File: config.mk
export PLATFORM = sky130hd
export DESIGN_NAME = sdlc_frame_status_queue
export DESIGN_NICKNAME = d
export VERILOG_FILES = /design/src/rtl/fsq_pkg.sv /design/src/rtl/fsq_byte_counter.sv /design/src/rtl/fsq_ring.sv /design/src/rtl/fsq_status_view.sv /design/src/rtl/sdlc_frame_status_queue.sv
export SDC_FILE = /design/constraint.sdc
export NUM_CORES = 1
export LEC_CHECK = 0
export ABC_CLOCK_PERIOD_IN_PS = 5200
export BUFFER_PORTS_ARGS = -buffer_cell sky130_fd_sc_hd__buf_2
export CORE_MARGIN = 8
export CORE_UTILIZATION = 61
export DETAILED_ROUTE_END_ITERATION = 8
export GPL_TIMING_DRIVEN = 0
export PLACE_DENSITY = 0.84
export SLEW_MARGIN = 20
export SYNTH_ARGS = -nofsm -noshare
export SYNTH_HDL_FRONTEND = slang
export SYNTH_SLANG_ARGS = --single-unit
export TNS_END_PERCENT = 30
File: constraint.sdc
create_clock -name clk -period 5.2 [get_ports clk]
set_input_delay 0.26 -clock clk [delete_from_list [all_inputs] [get_ports clk]]
set_output_delay 0.26 -clock clk [all_outputs]
set_load 0.02 [all_outputs]
File: src/rtl/fsq_pkg.sv
package fsq_pkg;
  parameter int CNT_W   = 14;
  parameter int RES_W   = 3;
  parameter int DEPTH   = 10;
  parameter int PTR_W   = 4;
  localparam int ENT_W  = CNT_W + RES_W + 2;
  localparam int LVL_W  = $clog2(DEPTH + 1);

  typedef struct packed {
    logic [CNT_W-1:0] count;
    logic [RES_W-1:0] residue;
    logic             overrun;
    logic             crc_err;
  } fsq_entry_t;

  function automatic logic [PTR_W-1:0] fsq_ptr_next(input logic [PTR_W-1:0] p);
    return (p == PTR_W'(DEPTH - 1)) ? '0 : p + 1'b1;
  endfunction

  function automatic logic [CNT_W-1:0] fsq_count_step(input logic [CNT_W-1:0] c);
    return c + 1'b1;
  endfunction

  function automatic fsq_entry_t fsq_make_entry(input logic [CNT_W-1:0] c,
                                                input logic [RES_W-1:0] r,
                                                input logic o, input logic e);
    fsq_entry_t t;
    t.count = c; t.residue = r; t.overrun = o; t.crc_err = e;
    return t;
  endfunction
endpackage

File: src/rtl/fsq_byte_counter.sv
module fsq_byte_counter
  import fsq_pkg::*;
(
  input  logic             clk,
  input  logic             rst_n,
  input  logic             sdlc_mode,
  input  logic             byte_stb,
  input  logic             flag_stb,
  output logic [CNT_W-1:0] count
);
  logic do_clear, do_step;
  assign do_clear = sdlc_mode && flag_stb;
  assign do_step  = sdlc_mode && byte_stb && !flag_stb;

  always_ff @(posedge clk or negedge rst_n) begin
    if (!rst_n)        count <= '0;
    else if (do_clear) count <= '0;
    else if (do_step)  count <= fsq_count_step(count);
  end
endmodule

File: src/rtl/fsq_ring.sv
module fsq_ring
  import fsq_pkg::*;
#(
  parameter int N = DEPTH
)(
  input  logic       clk,
  input  logic       rst_n,
  input  logic       enable,
  input  logic       push_req,
  input  logic       pop_req,
  input  fsq_entry_t wr_entry,
  output fsq_entry_t head_entry,
  output logic       avail,
  output logic       full,
  output logic       overflow,
  output logic [LVL_W-1:0] level
);
  logic [PTR_W-1:0] head_ptr, tail_ptr;
  logic             head_lap, tail_lap;
  logic             ptr_equal, empty, push_ok, pop_ok;
  fsq_entry_t       mem [N];

  assign ptr_equal = (head_ptr == tail_ptr);
  assign empty     = ptr_equal && (head_lap == tail_lap);
  assign full      = ptr_equal && (head_lap != tail_lap);
  assign avail     = !empty;
  assign pop_ok    = enable && pop_req && !empty;
  assign push_ok   = enable && push_req && (!full || pop_ok);

  always_comb begin
    if (full)                    level = LVL_W'(N);
    else if (tail_ptr >= head_ptr) level = LVL_W'(tail_ptr - head_ptr);
    else                         level = LVL_W'(tail_ptr + PTR_W'(N) - head_ptr);
  end

  assign head_entry = mem[head_ptr];

  always_ff @(posedge clk or negedge rst_n) begin
    if (!rst_n) begin
      head_ptr <= '0; tail_ptr <= '0;
      head_lap <= 1'b0; tail_lap <= 1'b0;
      overflow <= 1'b0;
    end else if (!enable) begin
      head_ptr <= '0; tail_ptr <= '0;
      head_lap <= 1'b0; tail_lap <= 1'b0;
      overflow <= 1'b0;
    end else begin
      if (pop_ok) begin
        head_ptr <= fsq_ptr_next(head_ptr);
        if (head_ptr == PTR_W'(N - 1)) head_lap <= !head_lap;
      end
      if (push_ok) begin
        tail_ptr <= fsq_ptr_next(tail_ptr);
        if (tail_ptr == PTR_W'(N - 1)) tail_lap <= !tail_lap;
      end
      if (push_req && !push_ok) overflow <= 1'b1;
    end
  end

  always_ff @(posedge clk) begin
    if (push_ok) mem[tail_ptr] <= wr_entry;
  end
endmodule

File: src/rtl/fsq_status_view.sv
module fsq_status_view
  import fsq_pkg::*;
(
  input  logic             sel_queue,
  input  fsq_entry_t       head_entry,
  input  logic [CNT_W-1:0] run_count,
  input  logic [RES_W-1:0] live_residue,
  input  logic             live_overrun,
  input  logic             live_crc_err,
  input  logic             live_eof,
  input  logic             live_all_sent,
  input  logic             live_parity,
  input  logic             overflow,
  input  logic             avail,
  output logic [7:0]       stat_view,
  output logic [7:0]       cnt_lo,
  output logic [7:0]       cnt_hi
);
  logic [5:0]       muxed;
  logic [CNT_W-1:0] shown_count;

  always_comb begin
    if (sel_queue) begin
      muxed       = {1'b1, head_entry.crc_err, head_entry.overrun, head_entry.residue};
      shown_count = head_entry.count;
    end else begin
      muxed       = {live_eof, live_crc_err, live_overrun, live_residue};
      shown_count = run_count;
    end
  end

  assign stat_view = {muxed[5:3], live_parity, muxed[2:0], live_all_sent};
  assign cnt_lo    = shown_count[7:0];
  assign cnt_hi    = {overflow, avail, shown_count[CNT_W-1:8]};
endmodule

File: src/rtl/sdlc_frame_status_queue.sv
module sdlc_frame_status_queue
  import fsq_pkg::*;
(
  input  logic       clk,
  input  logic       rst_n,
  input  logic       fifo_en,
  input  logic       sdlc_mode,
  input  logic       byte_strobe,
  input  logic       flag_seen,
  input  logic       frame_end,
  input  logic [2:0] live_residue,
  input  logic       live_overrun,
  input  logic       live_crc_err,
  input  logic       live_eof,
  input  logic       live_all_sent,
  input  logic       live_parity,
  input  logic       read_done,
  output logic [7:0] stat_view,
  output logic [7:0] cnt_lo,
  output logic [7:0] cnt_hi
);
  logic [CNT_W-1:0] run_count;
  fsq_entry_t       wr_entry, head_entry;
  logic             push_req, avail, full, overflow, show_queue;
  logic [LVL_W-1:0] level;

  assign push_req   = fifo_en && sdlc_mode && frame_end;
  assign wr_entry   = fsq_make_entry(run_count, live_residue, live_overrun, live_crc_err);
  assign show_queue = fifo_en && avail;

  fsq_byte_counter u_cnt (
    .clk(clk), .rst_n(rst_n), .sdlc_mode(sdlc_mode),
    .byte_stb(byte_strobe), .flag_stb(flag_seen), .count(run_count)
  );

  fsq_ring #(.N(DEPTH)) u_ring (
    .clk(clk), .rst_n(rst_n), .enable(fifo_en), .push_req(push_req),
    .pop_req(read_done), .wr_entry(wr_entry), .head_entry(head_entry),
    .avail(avail), .full(full), .overflow(overflow), .level(level)
  );

  fsq_status_view u_view (
    .sel_queue(show_queue), .head_entry(head_entry), .run_count(run_count),
    .live_residue(live_residue), .live_overrun(live_overrun),
    .live_crc_err(live_crc_err), .live_eof(live_eof),
    .live_all_sent(live_all_sent), .live_parity(live_parity),
    .overflow(overflow), .avail(avail),
    .stat_view(stat_view), .cnt_lo(cnt_lo), .cnt_hi(cnt_hi)
  );
endmodule

==> results of run 1 <==
==> cells in the mapped netlist (2+ instances only) <==
cell	count	area [sq um]
nand4_1	3	18.8
buf_6	2	22.5
mux2_2	25	282
a31oi_1	4	25.0
dfrtp_1	25	626
and2_1	2	12.5
o22ai_1	19	119
buf_2	12	60.1
nand2_1	26	97.6
edfxtp_1	190	5710
a211oi_1	2	15.0
xor2_1	2	17.5
a211o_1	2	17.5
buf_4	5	37.5
o211ai_1	2	15.0
mux4_2	16	360
nor2_1	19	71.3
o2111ai_1	2	17.5
nor4_2	2	25.0
nor3_1	4	20.0
or3_1	7	43.8
mux2_4	13	195
clkbuf_1	13	48.8
a221oi_1	2	17.5
o21ai_0	7	35.0
mux2i_1	45	450
ha_1	3	37.5
a21oi_1	9	45.0
a41o_1	2	20.0
nand2b_1	6	37.5
a221o_1	18	180
xnor2_1	9	78.8
inv_1	6	22.5
mux4_1	3	78.8
nor4_1	2	12.5
nand3_1	7	35.0
==> power groups by stage <==
| stage | combinational [uW] | sequential [uW] | clock, uW |
|---|---|---|---|
| 2_1_floorplan | 479 | 1930 | 0 |
| 3_3_place_gp | 626 | 1930 | 0 |
| 3_5_place_dp | 644 | 1930 | 0 |
| 4_1_cts | 655 | 1900 | 1380 |
| 5_1_grt | 693 | 1900 | 1450 |
| 6_report | 653 | 1900 | 1360 |
==> area by class of cell <==
cell class | count | area, sq um
fill | 879 | 4300
multi-input combinational | 278 | 2580
clock inverter | 5 | 30.0
sequential | 215 | 6330
inverter | 7 | 26.3
timing repair buffer | 46 | 268
buffer | 34 | 194
tap | 184 | 230
clock buffer | 30 | 579
==> worst paths after layout <==
kind,end,slack (ps),depth (start not counted)
setup / recovery,cnt_hi[1],1920,6
hold / removal,u_ring.tail_ptr[0]$_DFFE_PN0P_,60,3
setup reg to reg,u_ring.mem[4][7]$_DFFE_PP_,2030,6
hold reg to reg,u_ring.overflow$_DFFE_PN0P_,500,2
max in group asynchronous,u_cnt.count[0]$_DFFE_PN0P_,4460,2
min in group asynchronous,u_cnt.count[13]$_DFFE_PN0P_,320,2
==> critical path, cell delays in order (launching register included) <==
cell,delay [ps]
dfrtp_1,370
buf_2,180
nor2_1,800
clkbuf_1,550
a221oi_1,240
mux2i_1,190
buf_2,190
==> placed cells by master, fill, tap and decap left out, types with 16 or more instances in the layout <==
master / count
nand2_1: 26
clkbuf_16: 21
o22ai_1: 19
mux4_2: 16
buf_2: 50
mux2_2: 25
clkbuf_1: 20
edfxtp_1: 190
a221o_1: 18
mux2i_1: 45
dfrtp_1: 25
==> through the flow <==
| stage | cell area (sq um) | power (uW) | setup WS (ps) | hold WS (ps) | std cells |
|---|---|---|---|---|---|
| floorplan | 9060 | 2410 | 1610 | -35.6 | 534 |
| global placement | 9470 | 2560 | -166 | 302 | 753 |
| detailed placement | 9620 | 2580 | 2100 | 310 | 763 |
| CTS | 10200 | 3930 | 1910 | 45.8 | 799 |
| global route | 10200 | 4040 | 1800 | 90.4 | 799 |
| finish | 10200 | 3910 | 1920 | 55.3 | 799 |
==> routing by layer <==
layer	wire, um	vias up	share of wire
li1	-	2270	-
met1	7400	2601	0.38
met2	9530	317	0.49
met3	1900	46	0.097
met4	666	0	0.034
met5	0	-	0
==> kinds of logic after synthesis <==
family	after synthesis
compound gates	75
xor+xnor	11
fa+ha+maj	3
buf+inv	41
flops	215
mux	102
simple gates	87
==> flip-flops by register name, summed over array words and instances (netlist names) <==
register	count
u_ring.mem	190
u_ring.head_ptr	4
u_ring.head_lap	1
u_ring.tail_lap	1
u_cnt.count	14
u_ring.overflow	1
u_ring.tail_ptr	4
==> flow_summary.toml, run 1 <==
[finish]
syn2layout_area_growth_pct = 12.9
antenna_cells = 0
fin_nets = 622
final_util = 0.704
drive_gt1_frac = 0.267

[logic_synthesis]
synthArstFlopShare = 0.116
synthMuxAreaShare = 0.151
synth.avg_cell_area_sq_um = 17.0
synth_area_sq_um = 9060
synth_edf_count = 190
synth_top_family_by_area = "multiplexers"
synthSimpleGateAreaFrac = 0.0490
yosysWarnings = 0
synth-compound-area-share = 0.0625
syn-instance-count = 534
syn_nets = 553
synth_fa_ha_area_frac = 0.00414
synth_cell_types = 54
ys.flop_type = "edfxtp_1"
synth_seq_cells = 215
synthXorXnorAreaFrac = 0.0106
yosysSeqAreaShare = 0.699

[cts]
clockBufferDepth = 3
clk-insertion-delay-late_ps = 490
numClockSinks = 215
root_buffer = "clkbuf_16"
clk_pin_slew_ps = 60
cts_tree = "yes"
htreeDepth = 1
cts_resized = 0
cts_inserted_buffers = 21
cts_setup_buffers = 0
postCtsHoldBufs = 1

[global_routing]
gr-usage-met1 = 0.271
use_met2 = 0.346
grt_max_degree = 26
grt_overflow = 0
grt_pass1_vias = 5285
antenna_found_initial = 0
grt_pass1_wl_um = 29900
grt_use_met3 = 0.0380
grt_usage = 0.211
busiest_layer = "met2"

[job]
drv_cap = 0

[floorplan]
start_util = 0.624
fp.dieArea_sq_um = 19000
io_pins = 40
core_area_sq_um = 14500
row_count = 44
die-height_um = 138
die_x_um = 138

[detailed_routing]
wl_um = 19500
vias = 5234
drc = 0
wl_per_cell_um = 24.4
drt_iter0_drc = 520
drt_pass1_iterations = 5
final_antenna_net_count = 0
via_per_inst = 6.55

[setup_path]
cp_data_arrival_time_ps = 3020
start_kind = "register"
cp-startpoint = "u_ring.head_ptr[3]$_DFFE_PN0P_"
critical_path.max_fanout = 10
critical_path_class = "register to output pin"
cp-end-kind = "output pin"
worstPathRequired_ps = 4940
r2r-start = "u_ring.tail_lap$_DFFE_PN0P_"

[worst_hold_path]
min_from = "fifo_en"
hp-class = "input port to register"

[sta]
worst_slew_pin_slew_ps = 1020
rsz0062_at_grt = "false"
final_hold_viol_count = 0
relSlewSlack = 0.319
maxSlewViolCount = 0
tns_ps = 0
fin_crit_sh = 0.631
fin_skew_ps = 11.6
setup_viol = 0
finalCriticalPeriod_ps = 3280
max_freq_ghz = 0.305

[power]
leakage_uw = 0.00353
p_seq_frac = 0.484
internal_power_uw = 2950
pwr-share-comb = 0.167
p_sw_uw = 958
ir_drop_v = 0.000200
pwr-share-clk = 0.349
netSwitchingFraction = 0.245
power_density_nw_per_um2 = 382

[place]
gp_congestion = 0.850
port-buffer-count = 35
hpwl_um = 12300

[status]
status = "completed"
Power figures use the tool's default switching activity.
==> run 2, diff against run 1 <==
--- a/config.mk
+++ b/config.mk
@@ -5,13 +5,13 @@
 export SDC_FILE = /design/constraint.sdc
 export NUM_CORES = 1
 export LEC_CHECK = 0
-export ABC_CLOCK_PERIOD_IN_PS = 5200
+export ABC_CLOCK_PERIOD_IN_PS = 3000
 export BUFFER_PORTS_ARGS = -buffer_cell sky130_fd_sc_hd__buf_2
 export CORE_MARGIN = 8
-export CORE_UTILIZATION = 61
+export CORE_UTILIZATION = 55
 export DETAILED_ROUTE_END_ITERATION = 8
 export GPL_TIMING_DRIVEN = 0
-export PLACE_DENSITY = 0.84
+export PLACE_DENSITY = 0.8
 export SLEW_MARGIN = 20
 export SYNTH_ARGS = -nofsm -noshare
 export SYNTH_HDL_FRONTEND = slang
==> constraint.sdc (replaced) <==
create_clock -name clk -period 3 [get_ports clk]
set_input_delay 0.15 -clock clk [delete_from_list [all_inputs] [get_ports clk]]
set_output_delay 0.15 -clock clk [all_outputs]
set_load 0.02 [all_outputs]
==> flow_summary.toml, run 2 (synthesis results as in run 1) <==
[setup_path]
worstPathRequired_ps = 2850
start_kind = "register"
cp_slowest_stage_delay_ps = 560
crit_buf_inv = 3
critPathSlowestCell = "clkbuf_1"
critical_path_class = "register to output pin"
cp_data_arrival_time_ps = 2760
crit_chain = "buf_2 -> nor2_2 -> clkbuf_1 -> a221o_1 -> mux2_4 -> buf_2"
cp_common_cell = "buf_2"
critical_path.max_fanout = 10
cp-end-kind = "output pin"
path_delay_family = "buffers and inverters"
r2r-start = "u_ring.tail_lap$_DFFE_PN0P_"
cp-startpoint = "u_ring.head_ptr[3]$_DFFE_PN0P_"

[global_routing]
grt_max_degree = 26
grt_overflow = 0
grt_pass1_wl_um = 30000
grt_usage = 0.191
antenna_found_initial = 0
grt_pass1_vias = 5400

[detailed_routing]
wl_per_cell_um = 22.9
drt_iter0_drc = 459
vias = 5184
drc = 0
drt_pass1_iterations = 6
via_per_inst = 6.13
final_antenna_net_count = 0
wl_um = 19300

[floorplan]
core_area_sq_um = 16300
start_util = 0.554
row_count = 47
fp.dieArea_sq_um = 20800
die_x_um = 144
io_pins = 40
die-height_um = 144

[status]
status = "completed"

[worst_hold_path]
hp-class = "input port to register"
min_from = "frame_end"

[cts]
cts_inserted_buffers = 22
root_buffer = "clkbuf_16"
numClockSinks = 215
clk-insertion-delay-late_ps = 490
htreeDepth = 1
cts_tree = "yes"
clk_pin_slew_ps = 60
clockBufferDepth = 3

[finish]
drive_gt1_frac = 0.280
syn2layout_area_growth_pct = 15.7
fin_nets = 630
final_cell_mix = "edfxtp_1 (190), buf_2 (46), mux2i_1 (45)"
fillers = 1155
antenna_cells = 0
largest-register = "u_ring.mem"
largest_reg_flops = 190
reg_top3 = "u_ring.mem: 190 flops, u_cnt.count: 14 flops"
final_common_cell = "edfxtp_1"

[job]
drv_cap = 0

[place]
port-buffer-count = 35
hpwl_um = 12500
gp_congestion = 0.865

[power]
ir_drop_v = 0.000391
total_power_uw = 7040
leakage_uw = 0.00363
power_density_nw_per_um2 = 671

[sta]
maxSlewViolCount = 0
worst_slew_pin_slew_ps = 794
fin_crit_sh = 0.970
setup_viol = 0
final_hold_viol_count = 0
rsz0062_at_grt = "true"
max_freq_ghz = 0.344
finalCriticalPeriod_ps = 2910
relSlewSlack = 0.470
hold_ws_ps = 98.3
fin_skew_ps = 9.38
## run 2: cell types whose count changed in the layout (fill, tap and decap cells not counted), moves of 3 or more
cell           before  now
clkinv_1            1    8
dlygate4sd3_1       1    7
nor2_2              2    5
buf_2              50   46
buf_6               6   10
clkbuf_1           20    9
clkbuf_2            1    7
## run 2: power breakdown
part | switching [uW] | total (uW) | internal [uW]
Combinational | 610 | 1140 | 526
Sequential | 24.6 | 3290 | 3260
Clock | 1060 | 2620 | 1560
Total | 1700 | 7040 | 5340
## run 2: area by class of cell
class / count / area [sq um] / area share
well taps: 220 / 275 / 0.0262
inverters: 7 / 26.3 / 0.00251
clock inverters: 14 / 114 / 0.0109
plain buffers: 34 / 204 / 0.0194
repair buffers: 53 / 358 / 0.0341
flip-flops and latches: 215 / 6330 / 0.604
clock buffers: 25 / 583 / 0.0556
multi-input cells: 278 / 2600 / 0.248
## run 2: final timing paths
kind | to | slack, ps | depth (start not counted)
worst max-delay path | cnt_lo[7] | 90 | 6
worst min-delay path | u_ring.tail_ptr[0]$_DFFE_PN0P_ | 100 | 4
worst min register to register | u_ring.overflow$_DFFE_PN0P_ | 500 | 2
max in group asynchronous | u_ring.head_ptr[3]$_DFFE_PN0P_ | 2360 | 2
worst max register to register | u_ring.mem[8][9]$_DFFE_PP_ | 180 | 5
min in group asynchronous | u_cnt.count[12]$_DFFE_PN0P_ | 220 | 2
## run 2: metal layers
layer  wire length, um  GRT usage
met5                 0          0
met3              1340     0.0307
met4               405     0.0641
met1              7820      0.241
met2              9780      0.330
## run 2: worst min-delay path: cells and delay by family
family | cells | cell delay, ps
AO/OA/AOI/OAI | 2 | 210
buffers and inverters | 1 | 90
AND/OR/NAND/NOR | 1 | 90
## run 2: metrics by stage
stage               TNS [ps]  area, sq um  instances  worst slack [ps]   util
CTS                        0        10500        846              29.7  0.641
global route            -127        10500        846             -39.2  0.642
finish                     0        10500        846              90.3  0.642
detailed placement     -1310         9690        800              -182  0.593
global placement     -149570         9520        789             -1780  0.582
floorplan              -5870         9070        534              -248      -
## run 2: timing repair
item                                    4_1_cts  5_1_grt
endpoints found under the setup margin       28       16
resized for setup                             8        5
setup buffers                                 0        0
hold buffers                                  7        0
cloned                                        0        0
endpoints found under the hold margin        76        0
